### src/rtl/remap_pkg.sv
package remap_pkg;

    localparam int REGNUM_W = 5;
    localparam int WIDTH_W  = 3;

    localparam logic [WIDTH_W-1:0] EW_LAST_LEGAL = 3'd4;

    typedef struct packed {
        logic                is_fp;
        logic [REGNUM_W-1:0] num;
    } rkey_t;

    typedef struct packed {
        logic                valid;
        rkey_t               key;
        logic [REGNUM_W-1:0] start;
        logic [WIDTH_W-1:0]  width;
    } vreg_ent_t;

    typedef struct packed {
        logic                valid;
        rkey_t               key;
        logic [REGNUM_W-1:0] mask_reg;
        logic                inv;
        logic                zero;
    } pred_ent_t;

    typedef struct packed {
        logic                vector;
        logic [REGNUM_W-1:0] start;
        logic [WIDTH_W-1:0]  width;
        logic                width_bad;
        logic                pred;
        logic [REGNUM_W-1:0] pred_reg;
        logic                pred_inv;
        logic                pred_zero;
    } lookup_t;

    function automatic logic width_reserved(input logic [WIDTH_W-1:0] w);
        return w > EW_LAST_LEGAL;
    endfunction

endpackage

### src/rtl/remap_first_hit.sv
module remap_first_hit #(
    parameter int N = 4
) (
    input  logic [N-1:0] hit,
    output logic [N-1:0] grant,
    output logic         found
);
    always_comb begin
        grant = '0;
        for (int i = N - 1; i >= 0; i--) begin
            if (hit[i]) begin
                grant    = '0;
                grant[i] = 1'b1;
            end
        end
    end

    assign found = |hit;
endmodule

### src/rtl/remap_vreg_store.sv
module remap_vreg_store
    import remap_pkg::*;
#(
    parameter int N     = 4,
    parameter int IDX_W = 2
) (
    input  logic                clk,
    input  logic                rst,
    input  logic                we,
    input  logic                clr,
    input  logic [IDX_W-1:0]    idx,
    input  rkey_t               wkey,
    input  logic [REGNUM_W-1:0] wstart,
    input  logic [WIDTH_W-1:0]  wwidth,
    input  rkey_t               qkey,
    output logic                hit_o,
    output logic [REGNUM_W-1:0] start_o,
    output logic [WIDTH_W-1:0]  width_o
);
    vreg_ent_t          ent [N];
    logic [N-1:0]       hit_vec;
    logic [N-1:0]       grant;
    logic               idx_ok;

    assign idx_ok = ({1'b0, idx} < (IDX_W+1)'(N));

    always_ff @(posedge clk) begin
        if (rst) begin
            for (int i = 0; i < N; i++) ent[i] <= '0;
        end else if (clr) begin
            for (int i = 0; i < N; i++)
                if ((IDX_W+1)'(i) >= {1'b0, idx}) ent[i].valid <= 1'b0;
        end else if (we && idx_ok) begin
            for (int i = 0; i < N; i++)
                if ((IDX_W+1)'(i) == {1'b0, idx})
                    ent[i] <= '{valid: 1'b1, key: wkey, start: wstart, width: wwidth};
        end
    end

    for (genvar g = 0; g < N; g++) begin : g_match
        assign hit_vec[g] = ent[g].valid && (ent[g].key == qkey);

        // a clear at or below this index empties it
        a_r9_vreg_clear: assert property (@(posedge clk) disable iff (rst)
            (clr && ((IDX_W+1)'(g) >= {1'b0, idx})) |=> !ent[g].valid);
        // a lone write makes the entry valid
        a_r10_vreg_write: assert property (@(posedge clk) disable iff (rst)
            (we && !clr && ((IDX_W+1)'(g) == {1'b0, idx})) |=> ent[g].valid);
    end

    remap_first_hit #(.N(N)) u_pick (
        .hit   (hit_vec),
        .grant (grant),
        .found (hit_o)
    );

    always_comb begin
        start_o = '0;
        width_o = '0;
        for (int i = 0; i < N; i++) begin
            if (grant[i]) begin
                start_o |= ent[i].start;
                width_o |= ent[i].width;
            end
        end
    end

    // no lower-indexed match is passed over
    a_r7_vreg_lowest: assert property (@(posedge clk) disable iff (rst)
        (grant != '0) |-> ((hit_vec & (grant - 1'b1)) == '0));
endmodule

### src/rtl/remap_pred_store.sv
module remap_pred_store
    import remap_pkg::*;
#(
    parameter int N     = 4,
    parameter int IDX_W = 2
) (
    input  logic                clk,
    input  logic                rst,
    input  logic                we,
    input  logic                clr,
    input  logic [IDX_W-1:0]    idx,
    input  rkey_t               wkey,
    input  logic [REGNUM_W-1:0] wmask,
    input  logic                winv,
    input  logic                wzero,
    input  rkey_t               qkey,
    output logic                hit_o,
    output logic [REGNUM_W-1:0] mask_o,
    output logic                inv_o,
    output logic                zero_o
);
    pred_ent_t          ent [N];
    logic [N-1:0]       hit_vec;
    logic [N-1:0]       grant;
    logic               idx_ok;

    assign idx_ok = ({1'b0, idx} < (IDX_W+1)'(N));

    always_ff @(posedge clk) begin
        if (rst) begin
            for (int i = 0; i < N; i++) ent[i] <= '0;
        end else if (clr) begin
            for (int i = 0; i < N; i++)
                if ((IDX_W+1)'(i) >= {1'b0, idx}) ent[i].valid <= 1'b0;
        end else if (we && idx_ok) begin
            for (int i = 0; i < N; i++)
                if ((IDX_W+1)'(i) == {1'b0, idx})
                    ent[i] <= '{valid: 1'b1, key: wkey, mask_reg: wmask,
                                inv: winv, zero: wzero};
        end
    end

    for (genvar g = 0; g < N; g++) begin : g_match
        assign hit_vec[g] = ent[g].valid && (ent[g].key == qkey);

        // a clear at or below this index empties it
        a_r9_pred_clear: assert property (@(posedge clk) disable iff (rst)
            (clr && ((IDX_W+1)'(g) >= {1'b0, idx})) |=> !ent[g].valid);
        // a clear raised with a write keeps entries above it unwritten
        a_r11_pred_clr_wins: assert property (@(posedge clk) disable iff (rst)
            (clr && we && ((IDX_W+1)'(g) == {1'b0, idx})) |=> !ent[g].valid);
    end

    remap_first_hit #(.N(N)) u_pick (
        .hit   (hit_vec),
        .grant (grant),
        .found (hit_o)
    );

    always_comb begin
        mask_o = '0;
        inv_o  = 1'b0;
        zero_o = 1'b0;
        for (int i = 0; i < N; i++) begin
            if (grant[i]) begin
                mask_o |= ent[i].mask_reg;
                inv_o  |= ent[i].inv;
                zero_o |= ent[i].zero;
            end
        end
    end

    // no lower-indexed match is passed over
    a_r7_pred_lowest: assert property (@(posedge clk) disable iff (rst)
        (grant != '0) |-> ((hit_vec & (grant - 1'b1)) == '0));
endmodule

### src/rtl/remap_lookup.sv
module remap_lookup
    import remap_pkg::*;
#(
    parameter int VREG_ENTRIES = 4,
    parameter int PRED_ENTRIES = 4,
    localparam int MAX_ENTRIES = (VREG_ENTRIES > PRED_ENTRIES) ? VREG_ENTRIES : PRED_ENTRIES,
    localparam int IDX_W       = (MAX_ENTRIES > 1) ? $clog2(MAX_ENTRIES) : 1
) (
    input  logic                clk,
    input  logic                rst,
    input  logic                cfg_we,
    input  logic                cfg_clr,
    input  logic                cfg_sel_pred,
    input  logic [IDX_W-1:0]    cfg_idx,
    input  logic                cfg_key_fp,
    input  logic [REGNUM_W-1:0] cfg_key_num,
    input  logic [REGNUM_W-1:0] cfg_val,
    input  logic [WIDTH_W-1:0]  cfg_width,
    input  logic                cfg_inv,
    input  logic                cfg_zero,
    input  logic                q_valid,
    input  logic                q_fp,
    input  logic [REGNUM_W-1:0] q_num,
    output logic                r_valid,
    output logic                r_vector,
    output logic [REGNUM_W-1:0] r_start,
    output logic [WIDTH_W-1:0]  r_width,
    output logic                r_width_bad,
    output logic                r_pred,
    output logic [REGNUM_W-1:0] r_pred_reg,
    output logic                r_pred_inv,
    output logic                r_pred_zero
);
    rkey_t               wkey, qkey;
    logic                v_hit, p_hit;
    logic [REGNUM_W-1:0] v_start, p_mask;
    logic [WIDTH_W-1:0]  v_width;
    logic                p_inv, p_zero;
    lookup_t             nxt, res_q;
    logic                valid_q;

    assign wkey = '{is_fp: cfg_key_fp, num: cfg_key_num};
    assign qkey = '{is_fp: q_fp, num: q_num};

    remap_vreg_store #(.N(VREG_ENTRIES), .IDX_W(IDX_W)) u_vreg (
        .clk     (clk),
        .rst     (rst),
        .we      (cfg_we && !cfg_sel_pred),
        .clr     (cfg_clr && !cfg_sel_pred),
        .idx     (cfg_idx),
        .wkey    (wkey),
        .wstart  (cfg_val),
        .wwidth  (cfg_width),
        .qkey    (qkey),
        .hit_o   (v_hit),
        .start_o (v_start),
        .width_o (v_width)
    );

    remap_pred_store #(.N(PRED_ENTRIES), .IDX_W(IDX_W)) u_pred (
        .clk    (clk),
        .rst    (rst),
        .we     (cfg_we && cfg_sel_pred),
        .clr    (cfg_clr && cfg_sel_pred),
        .idx    (cfg_idx),
        .wkey   (wkey),
        .wmask  (cfg_val),
        .winv   (cfg_inv),
        .wzero  (cfg_zero),
        .qkey   (qkey),
        .hit_o  (p_hit),
        .mask_o (p_mask),
        .inv_o  (p_inv),
        .zero_o (p_zero)
    );

    always_comb begin
        nxt       = '0;
        nxt.start = q_num;
        if (v_hit) begin
            nxt.vector    = 1'b1;
            nxt.start     = v_start;
            nxt.width     = v_width;
            nxt.width_bad = width_reserved(v_width);
        end
        if (p_hit) begin
            nxt.pred      = 1'b1;
            nxt.pred_reg  = p_mask;
            nxt.pred_inv  = p_inv;
            nxt.pred_zero = p_zero;
        end
    end

    always_ff @(posedge clk) begin
        if (rst) begin
            valid_q <= 1'b0;
            res_q   <= '0;
        end else begin
            valid_q <= q_valid;
            if (q_valid) res_q <= nxt;
        end
    end

    assign r_valid     = valid_q;
    assign r_vector    = res_q.vector;
    assign r_start     = res_q.start;
    assign r_width     = res_q.width;
    assign r_width_bad = res_q.width_bad;
    assign r_pred      = res_q.pred;
    assign r_pred_reg  = res_q.pred_reg;
    assign r_pred_inv  = res_q.pred_inv;
    assign r_pred_zero = res_q.pred_zero;

    // one-cycle answer
    a_r6_answer: assert property (@(posedge clk) disable iff (rst)
        q_valid |=> r_valid);
    a_r6_idle: assert property (@(posedge clk) disable iff (rst)
        !q_valid |=> (!r_valid && $stable(r_start) && $stable(r_pred)));
    // a vector miss passes the register number through
    a_r4_miss_start: assert property (@(posedge clk) disable iff (rst)
        (q_valid && !v_hit) |=> (!r_vector && r_start == $past(q_num) && r_width == '0));
    // a reserved-width flag only accompanies a vector hit
    a_r8_bad_needs_vec: assert property (@(posedge clk) disable iff (rst)
        r_width_bad |-> r_vector);
    // predicate attributes are zero without a predicate hit
    a_r5_flags_need_pred: assert property (@(posedge clk) disable iff (rst)
        !r_pred |-> (!r_pred_inv && !r_pred_zero && r_pred_reg == '0));
endmodule

### config.mk
export PLATFORM = sky130hd
export DESIGN_NAME = remap_lookup
export DESIGN_NICKNAME = d
export VERILOG_FILES = /design/src/rtl/remap_pkg.sv /design/src/rtl/remap_first_hit.sv /design/src/rtl/remap_vreg_store.sv /design/src/rtl/remap_pred_store.sv /design/src/rtl/remap_lookup.sv
export SDC_FILE = /design/constraint.sdc
export NUM_CORES = 1
export LEC_CHECK = 0
export BUFFER_PORTS_ARGS = -buffer_cell sky130_fd_sc_hd__buf_2
export CAP_MARGIN = 20
export CORE_AREA = 2 2 110 112
export DETAILED_ROUTE_END_ITERATION = 10
export DIE_AREA = 0 0 112 114
export PLACE_DENSITY_LB_ADDON = 0.2
export SYNTH_ARGS = -nofsm -noshare
export SYNTH_HDL_FRONTEND = slang
export SYNTH_SLANG_ARGS = --single-unit
### constraint.sdc
create_clock -name clk -period 2.13 [get_ports clk]
set_clock_uncertainty 0.2 [all_clocks]
set_input_delay 0.426 -clock clk [delete_from_list [all_inputs] [get_ports clk]]
set_output_delay 0.426 -clock clk [all_outputs]
set_load 0.005 [all_outputs]
==> results.toml, run 1 <==
[outcome]
outcome = "finished, violations left"
violations = "setup timing"

[flow_run]
cap_violations = 0

[drt]
vias_per_cell = 5.56
ant_nets = 0
dr.first_iter.drc_count = 344
vias = 4072
first_pass_iters = 5
wire_per_inst_um = 19.7
wl_um = 14500
drc_errors = 0

[yosys]
synthXorXnorAreaFrac_pct = 7.51
ys_seq_area_share_pct = 61.9
ys_seq_elements = 135
synth_top_family_by_area = "simple AND/OR/NAND/NOR gates"
synth_edf_count = 110
synth_warnings = 0
synthMuxAreaShare_pct = 0.163
synth.distinct_cells = 56
synthesis.nets = 501
async_flop_share_pct = 0
synthAdderAreaFrac_pct = 0
synthCells = 471
syn-cell-area_um2 = 6150
synth_compound_area_share_pct = 10.1
synthSimpleGateAreaFrac_pct = 17.5
synth_area_per_cell_um2 = 13.1
synth_ff_type = "edfxtp_1"

[clocking]
cts_tree = "built"
clock-root-buffer = "clkbuf_16"
clock_latency_ps = 420
cts_buffer_depth = 2
cts.sinks = 135
htreeDepth = 4
ctsHoldBuffers = 0
cts_made_buffers = 17
cts.clk_slew.worst_paths_ps = 60

[sta]
tightest_slew_ps = 416
setup_violations = 6
finalCritPeriodShare_pct = 102
slew_headroom_pct = 72.2
fmax_ghz = 0.459
fin_crit_ps = 2180
finalWorstSetupSlack_ps = -47.2
timing.setup.tns_ps = -190
hold_violations = 0
maxSlewViolCount = 0
rsz0062_at_grt = "yes"

[worst_hold_path]
hold_path_depth = 2
whs_endpoint = "u_pred.ent[3][0]"
worst_hold_path_type = "input port to flip-flop"
hold_path_startpoint = "cfg_zero"

[floorplan]
die_w_um = 112
io_pins = 49
start_util_pct = 52.5
die_y_um = 114
dieArea_um2 = 12800
rows = 40
fp.coreArea_um2 = 11700

[global_routing]
grt_pass1_wl_um = 22400
overflow = 0
antenna_found_initial = 0
grt_pass1_vias = 4039
grt_max_degree = 17
grt_usage_pct = 23.7

[cells_and_area]
multiInputGateArea_um2 = 2480
drive_gt1_share_pct = 32.6
seq_area_um2 = 3800
area_growth_pct = 26.6
fillerInstances = 906
nets = 603
largest_reg_flops = 60
antenna_cells = 0

[placement]
port_buffers = 48
hpwl_um = 9940
gp_congestion = 0.849

[setup_path]
critPathCaptureType = "flip-flop"
rrSetupSlack_ps = -50
rr_worst_depth = 7
r2r_start = "u_vreg.ent[1][13]"
r2r_end = "r_width_bad"
required_ps = 2240
cp.arrival_ps = 2290
critPathMaxFanout = 4
cp-start-kind = "flip-flop"
path_class = "flip-flop to flip-flop"

[power_and_ir_drop]
finalPower_mw = 6.22
vdd_drop_max_mv = 0.493
powerDensity_nw_per_um2 = 798
static-leakage-power_nw = 2.90
routing by layer:
layer  global-route usage (%)  vias to the layer above  part of all wire, %
li1                         -                     1936                    -
met1                     33.2                     1980                   46
met2                     36.8                      138                   46
met3                     5.31                       18                  6.0
met4                     8.54                        0                  1.6
met5                        0                        -                    0
cell type report:
cell class	count	area share [%]
well taps	147	2.36
clock buffers	28	6.51
inverters	9	0.434
repair buffers	105	9.68
flip-flops and latches	135	48.9
clock inverters	4	0.257
multi-input cells	305	31.9
Yosys cell counts (2+ instances only):
library cell,count,share of area [%]
nor3_1,11,0.90
a22o_1,8,1.1
nor4_4,2,0.69
or2b_2,3,0.43
a311o_1,2,0.33
o32ai_1,5,0.71
xnor2_1,27,3.8
inv_1,9,0.55
o21bai_1,3,0.37
nand3_1,8,0.65
nor3_2,2,0.33
buf_6,6,1.1
a31oi_1,3,0.31
nor2b_1,4,0.41
o21ai_0,7,0.57
a21o_1,3,0.37
edfxtp_1,110,54
clkbuf_1,13,0.79
nand2b_1,5,0.51
and2_1,82,8.3
nand3b_1,2,0.24
a31o_2,2,0.29
nand4_1,6,0.61
or2_2,2,0.20
o2bb2ai_1,7,1.0
a311oi_1,2,0.29
xor2_1,17,2.4
or3_1,3,0.31
dfxtp_1,25,8.1
nor4_2,2,0.41
a221oi_1,7,1.0
a211oi_1,8,0.98
nor2_1,21,1.3
xnor2_2,3,0.79
nand2_1,15,0.92
o21a_1,6,0.73
a21oi_1,11,0.90
per-stage QoR:
step | util, % | area (um^2) | setup slack, ps | instances | hold slack (ps)
detailed placement | 59.6 | 6970 | -444 | 695 | 263
finish | 66.5 | 7780 | -47.2 | 733 | 109
global route | 66.5 | 7780 | -156 | 733 | 120
floorplan | - | 6270 | -151 | 471 | 266
CTS | 65.0 | 7610 | -89.1 | 730 | 91.0
global placement | 59.6 | 6970 | -398 | 695 | 257
what timing repair did:
action	in CTS	in global routing
setup endpoints to repair	17	16
pin swaps	14	15
gates resized for setup	15	24
buffers inserted	3	4
power breakdown:
group          leakage, nW  switching (mW)  internal [mW]
combinational         1.38           0.289          0.233
clock                0.262            1.00           1.60
sequential            1.26          0.0771           3.01
total                 2.90            1.37           4.85
cell usage in the layout (no fill, tap or decap), types with 4 or more instances in the layout:
master / instances
edfxtp_1: 110
and2_1: 82
buf_4: 49
buf_2: 47
dfxtp_1: 25
nor2_1: 19
xnor2_1: 18
clkbuf_16: 17
xor2_1: 15
nand2_1: 13
xnor2_2: 11
nor3_1: 10
a21oi_1: 10
inv_1: 9
a22o_1: 8
nand3_1: 8
clkbuf_1: 7
o21ai_0: 6
nand4_1: 6
a211oi_1: 6
o21a_1: 6
buf_12: 6
nand2b_1: 5
a221oi_2: 5
o2bb2ai_2: 5
o32ai_1: 5
nor2b_1: 4
nor4_4: 4
clkbuf_8: 4
clkinv_2: 4
critical path: stages (launching register included):
cell and delay (ps):
edfxtp_1 450, xnor2_4 180, nand2_2 70, or3_4 430, a311o_1 310, a32oi_2 170, nand2_1 90, a22o_1 180
how the worst max path moves through the flow:
stage	from	endpoint	slack (ps)	depth (start not counted)
after floorplan	q_num[3]	r_width_bad	-150	8
after global placement	q_num[0]	r_pred_reg[2]	-400	9
after detailed placement	q_num[0]	r_pred_reg[2]	-440	9
after CTS	u_vreg.ent[0][8]	r_width_bad	-90	8
after global routing	u_vreg.ent[2][9]	r_start[1]	-160	9
final	u_vreg.ent[1][13]	r_width_bad	-50	7
kinds of logic (layout without fill, tap and decap cells):
kind of cell    after synthesis  in the layout
simple gates                176            176
flops                       135            135
compound gates               80             80
xor+xnor                     48             48
buf+inv                      31            146
mux                           1              1
(Power assumes the default switching activity.)
==> run 2: changes to the inputs <==
--- a/config.mk
+++ b/config.mk
@@ -7,9 +7,9 @@
 export LEC_CHECK = 0
 export BUFFER_PORTS_ARGS = -buffer_cell sky130_fd_sc_hd__buf_2
 export CAP_MARGIN = 20
-export CORE_AREA = 2 2 110 112
+export CORE_AREA = 2 2 105 117
 export DETAILED_ROUTE_END_ITERATION = 10
-export DIE_AREA = 0 0 112 114
+export DIE_AREA = 0 0 107 119
 export PLACE_DENSITY_LB_ADDON = 0.2
 export SYNTH_ARGS = -nofsm -noshare
 export SYNTH_HDL_FRONTEND = slang
==> run 2 against run 1 <==
- the run still ends with setup timing left
- fmax shrank 1.2%
- sequential share of layout area grew 0.46 points
- via count grew 3.2%
- count of clock-buffer cells in the layout is the same
- sequential power is essentially flat
- register-to-register slack lost 30 ps
- setup slack lost 26 ps
- non-clock buffer count grew 5
- clock power is essentially flat
- cell count grew 1.6%
- die area shrank 0.27%
- critical path type unchanged
- critical endpoint is now r_start[3]
- largest power group unchanged
==> results.toml, run 2 (synthesized netlist as in run 1, its figures left out) <==
[cells_and_area]
fin_util_pct = 65.8
final_cell_mix = "edfxtp_1, and2_1, buf_4, buf_2, dfxtp_1"
layout_commonest_cell = "edfxtp_1"
fin_cells = 745
largest_reg_flops = 60
fillerInstances = 877
drive_gt1_share_pct = 32.8
area_growth_pct = 25.5
antenna_cells = 0
final_area_um2 = 7710
nets = 608

[placement]
hpwl_um = 10500
port_buffers = 48
gp_congestion = 0.908
place_inst = 709
post-place-ws_ps = -434
dpl_cell_area_um2 = 6990

[sta]
fin_crit_ps = 2200
slew_headroom_pct = 75.1
hold_violations = 0
whs_ps = 125
timing.setup.tns_ps = -220
finalWorstSetupSlack_ps = -73.3
tightest_slew_ps = 373
fmax_ghz = 0.454
setup_violations = 6
maxSlewViolCount = 0
finalCritPeriodShare_pct = 103
rsz0062_at_grt = "yes"

[clocking]
htreeDepth = 4
cts.clk_slew.worst_paths_ps = 50
cts_buffer_depth = 2
ctsHoldBuffers = 0
cts_made_buffers = 17
cts.sinks = 135
clock_latency_ps = 420
cts_tree = "built"
clock-root-buffer = "clkbuf_16"

[drt]
first_pass_iters = 5
vias_per_cell = 5.64
vias = 4202
dr.first_iter.drc_count = 279
wire_per_inst_um = 20.0
ant_nets = 0
drc_errors = 0
wl_um = 14900

[power_and_ir_drop]
static-leakage-power_nw = 2.89
vdd_drop_max_mv = 0.474
powerDensity_nw_per_um2 = 808
finalPower_mw = 6.23

[setup_path]
cp.arrival_ps = 2290
required_ps = 2220
path_class = "flip-flop to flip-flop"
rrSetupSlack_ps = -70
r2r_start = "u_vreg.ent[1][13]"
r2r_end = "r_start[3]"
cp-start-kind = "flip-flop"
critPathMaxFanout = 4
critPathCaptureType = "flip-flop"
rr_worst_depth = 9

[floorplan]
die_y_um = 119
dieArea_um2 = 12700
start_util_pct = 52.5
io_pins = 49
die_w_um = 107
fp.coreArea_um2 = 11700
rows = 42

[worst_hold_path]
hold_path_depth = 2
hold_path_startpoint = "cfg_inv"
whs_endpoint = "u_pred.ent[3][1]"
worst_hold_path_type = "input port to flip-flop"

[outcome]
violations = "setup timing"
outcome = "finished, violations left"

[global_routing]
grt_pass1_vias = 4198
overflow = 0
grt_pass1_wl_um = 22800
antenna_found_initial = 0
grt_usage_pct = 24.6
grt_max_degree = 18

[flow_run]
cap_violations = 0
==> run 2: timing repair <==
item,CTS,global route
gates resized for setup,14,18
buffers inserted,2,2
setup endpoints to repair,17,16
pin swaps,8,10
gates cloned,0,0
==> run 2: per-layer routing <==
metal	wire [um]	vias up	global-route usage [%]
li1	-	1942	-
met1	6400	2085	31.7
met2	7440	148	40.8
met3	711	27	4.93
met4	328	0	9.74
met5	0	-	0
==> run 2: layout make-up <==
cell class / count / area (um^2) / share of cell area, %
clock buffer: 28 / 517 / 6.70
clock inverter: 4 / 18.8 / 0.243
tap: 154 / 193 / 2.50
timing repair buffer: 110 / 742 / 9.62
multi-input combinational: 305 / 2400 / 31.2
inverter: 9 / 33.8 / 0.438
sequential: 135 / 3800 / 49.3
==> run 2: worst max-delay path: stages (launching register included) <==
cell      delay (ps)
edfxtp_1         450
xnor2_4          210
nand2_2           70
buf_4            130
nor3_2           240
nor3_4           130
buf_6            150
o21a_1           120
a211oi_2         250
o32ai_2          120
==> run 2: where the power goes <==
part	internal (mW)	switching [mW]	total, mW
Sequential	3.01	0.0719	3.08
Clock	1.63	1.00	2.63
Combinational	0.225	0.292	0.517
==> run 2: worst max-delay path by stage <==
stage / start / to / cells past startpoint
6_report: u_vreg.ent[1][13] / r_start[3] / 9
2_1_floorplan: q_num[3] / r_width_bad / 8
3_3_place_gp: q_num[3] / r_width_bad / 9
3_5_place_dp: q_num[0] / r_pred_reg[1] / 9
5_1_grt: u_vreg.ent[0][9] / r_width_bad / 8
4_1_cts: u_vreg.ent[1][11] / r_width_bad / 7
==> run 3: changes to the inputs <==
--- a/config.mk
+++ b/config.mk
@@ -7,9 +7,10 @@
 export LEC_CHECK = 0
 export BUFFER_PORTS_ARGS = -buffer_cell sky130_fd_sc_hd__buf_2
 export CAP_MARGIN = 20
-export CORE_AREA = 2 2 105 117
+export CORE_AREA = 2 2 96 107
+export CTS_BUF_LIST = sky130_fd_sc_hd__clkbuf_2
 export DETAILED_ROUTE_END_ITERATION = 10
-export DIE_AREA = 0 0 107 119
+export DIE_AREA = 0 0 98 109
 export PLACE_DENSITY_LB_ADDON = 0.2
 export SYNTH_ARGS = -nofsm -noshare
 export SYNTH_HDL_FRONTEND = slang
==> constraint.sdc (replaced) <==
create_clock -name clk -period 2.7 [get_ports clk]
set_clock_uncertainty 0.2 [all_clocks]
set_input_delay 0.54 -clock clk [delete_from_list [all_inputs] [get_ports clk]]
set_output_delay 0.54 -clock clk [all_outputs]
set_load 0.005 [all_outputs]
==> run 3 against run 2 <==
- the flow now finishes without violations
- clock power down 58%
- setup slack gained 400 ps
- critical path depth is 2 lower
- combinational power down 32%
- sequential share of layout area increased by 4.9 points
- design area fell by 9.0%
- count of clock-buffer cells in the layout fell by 8
- die area down 16%
- critical path type unchanged
- largest power group unchanged
==> results.toml, run 3 (synthesized netlist as in run 1, its figures left out) <==
[clocking]
cts_tree = "built"
clock_latency_ps = 690
cts.clk_slew.worst_paths_ps = 200
cts_buffer_depth = 2
clock-root-buffer = "clkbuf_2"
htreeDepth = 4
cts_made_buffers = 17
postCtsSetupBuffers = 0
cts_resized = 0
cts.sinks = 135
ctsHoldBuffers = 14

[floorplan]
die_y_um = 109
io_pins = 49
die_w_um = 98
start_util_pct = 63.7
fp.coreArea_um2 = 9650
dieArea_um2 = 10700
rows = 38

[sta]
fmax_ghz = 0.421
maxSlewViolCount = 0
fin_crit_ps = 2380
timing.setup.tns_ps = 0
finalWorstSetupSlack_ps = 324
slew_headroom_pct = 47.5
finalCritPeriodShare_pct = 88.0
hold_violations = 0
setup_violations = 0
tightest_slew_ps = 781
rsz0062_at_grt = "no"
whs_ps = 59.2

[cells_and_area]
final_area_um2 = 7020
drive_gt1_share_pct = 22.5
antenna_cells = 0
nets = 594
layout_commonest_cell = "edfxtp_1"
largest_reg_flops = 60
final_cell_mix = "edfxtp_1, and2_1, buf_2, buf_4, xnor2_1"
fin_util_pct = 72.7
fin_cells = 697
area_growth_pct = 14.1

[setup_path]
cpPeakStageDelay_ps = 500
path_cells = "xnor2_4 > nand3_2 > or3_1 > a311o_1 > a32oi_1 > nand2_1 > a22o_1"
cp.arrival_ps = 2760
rr_worst_depth = 7
critical-path-top-delay-family = "compound AO/OA/AOI/OAI gates"
critPathCaptureType = "flip-flop"
cp-start-kind = "flip-flop"
crit_buf_inv = 0
path_class = "flip-flop to flip-flop"
critPathMaxFanout = 5
cp.depth = 7
required_ps = 3090
slowest_stage = "edfxtp_1"

[drt]
first_pass_iters = 5
wl_um = 13500
dr.first_iter.drc_count = 343
drc_errors = 0
vias_per_cell = 5.89
wire_per_inst_um = 19.4
vias = 4107
ant_nets = 0

[global_routing]
grt_usage_pct = 26.5
grt_pass1_wl_um = 21000
busiest_layer = "met2"
grt_util_met1_pct = 34.0
grt_pass1_vias = 4063
overflow = 0
grtUsageMet2_pct = 44.2
antenna_found_initial = 0
use_met3_pct = 6.41
grt_max_degree = 23

[placement]
gp_congestion = 0.875
place_inst = 646
hpwl_um = 9460
dpl_cell_area_um2 = 6610
post-place-ws_ps = 2.56
port_buffers = 48

[power_and_ir_drop]
finalPower_mw = 3.88
static-leakage-power_nw = 2.57
vdd_drop_max_mv = 0.376
powerDensity_nw_per_um2 = 553

[outcome]
outcome = "completed"

[worst_hold_path]
hold_path_depth = 3
worst_hold_path_type = "input port to flip-flop"

[flow_run]
cap_violations = 0
-- run 3: cell types whose count changed in the layout (fill, tap and decap cells not counted), sizes merged --
cell / change
bufinv: +2
dlygate4sd3: +19
clkinv: +4
clkinvlp: +2
clkbuf: -8
buf: -33
-- run 3: cell type report --
class | count | area [um^2]
Clock inverter | 12 | 113
Fill cell | 677 | 2640
Sequential cell | 135 | 3800
Inverter | 9 | 33.8
Timing Repair Buffer | 96 | 648
Tap cell | 120 | 150
Multi-Input combinational cell | 305 | 2170
Clock buffer | 20 | 100
-- run 3: final timing paths --
path	from	endpoint	slack, ps
worst max-delay path	u_vreg.ent[1][11]	r_width_bad	320
worst min-delay path	cfg_we	u_pred.ent[0][13]	60
worst max register to register	u_vreg.ent[1][11]	r_width_bad	320
worst min register to register	r_width[1]	r_width[1]	280
-- run 3: worst register-to-register path: stages, from the launching register on --
cell	delay, ps
edfxtp_1	500
xnor2_4	170
nand3_2	140
or3_1	460
a311o_1	340
a32oi_1	200
nand2_1	70
a22o_1	180
-- run 3: routing by layer --
metal	vias to the layer above	part of all wire (%)
li1	1915	-
met1	1992	42
met2	176	49
met3	24	6.8
met4	0	2.1
met5	-	0
-- run 3: power by group --
| group | leakage [nW] | internal, mW | switching, mW |
|---|---|---|---|
| logic | 1.18 | 0.143 | 0.208 |
| registers | 1.26 | 2.37 | 0.0507 |
| clock network | 0.138 | 0.418 | 0.692 |
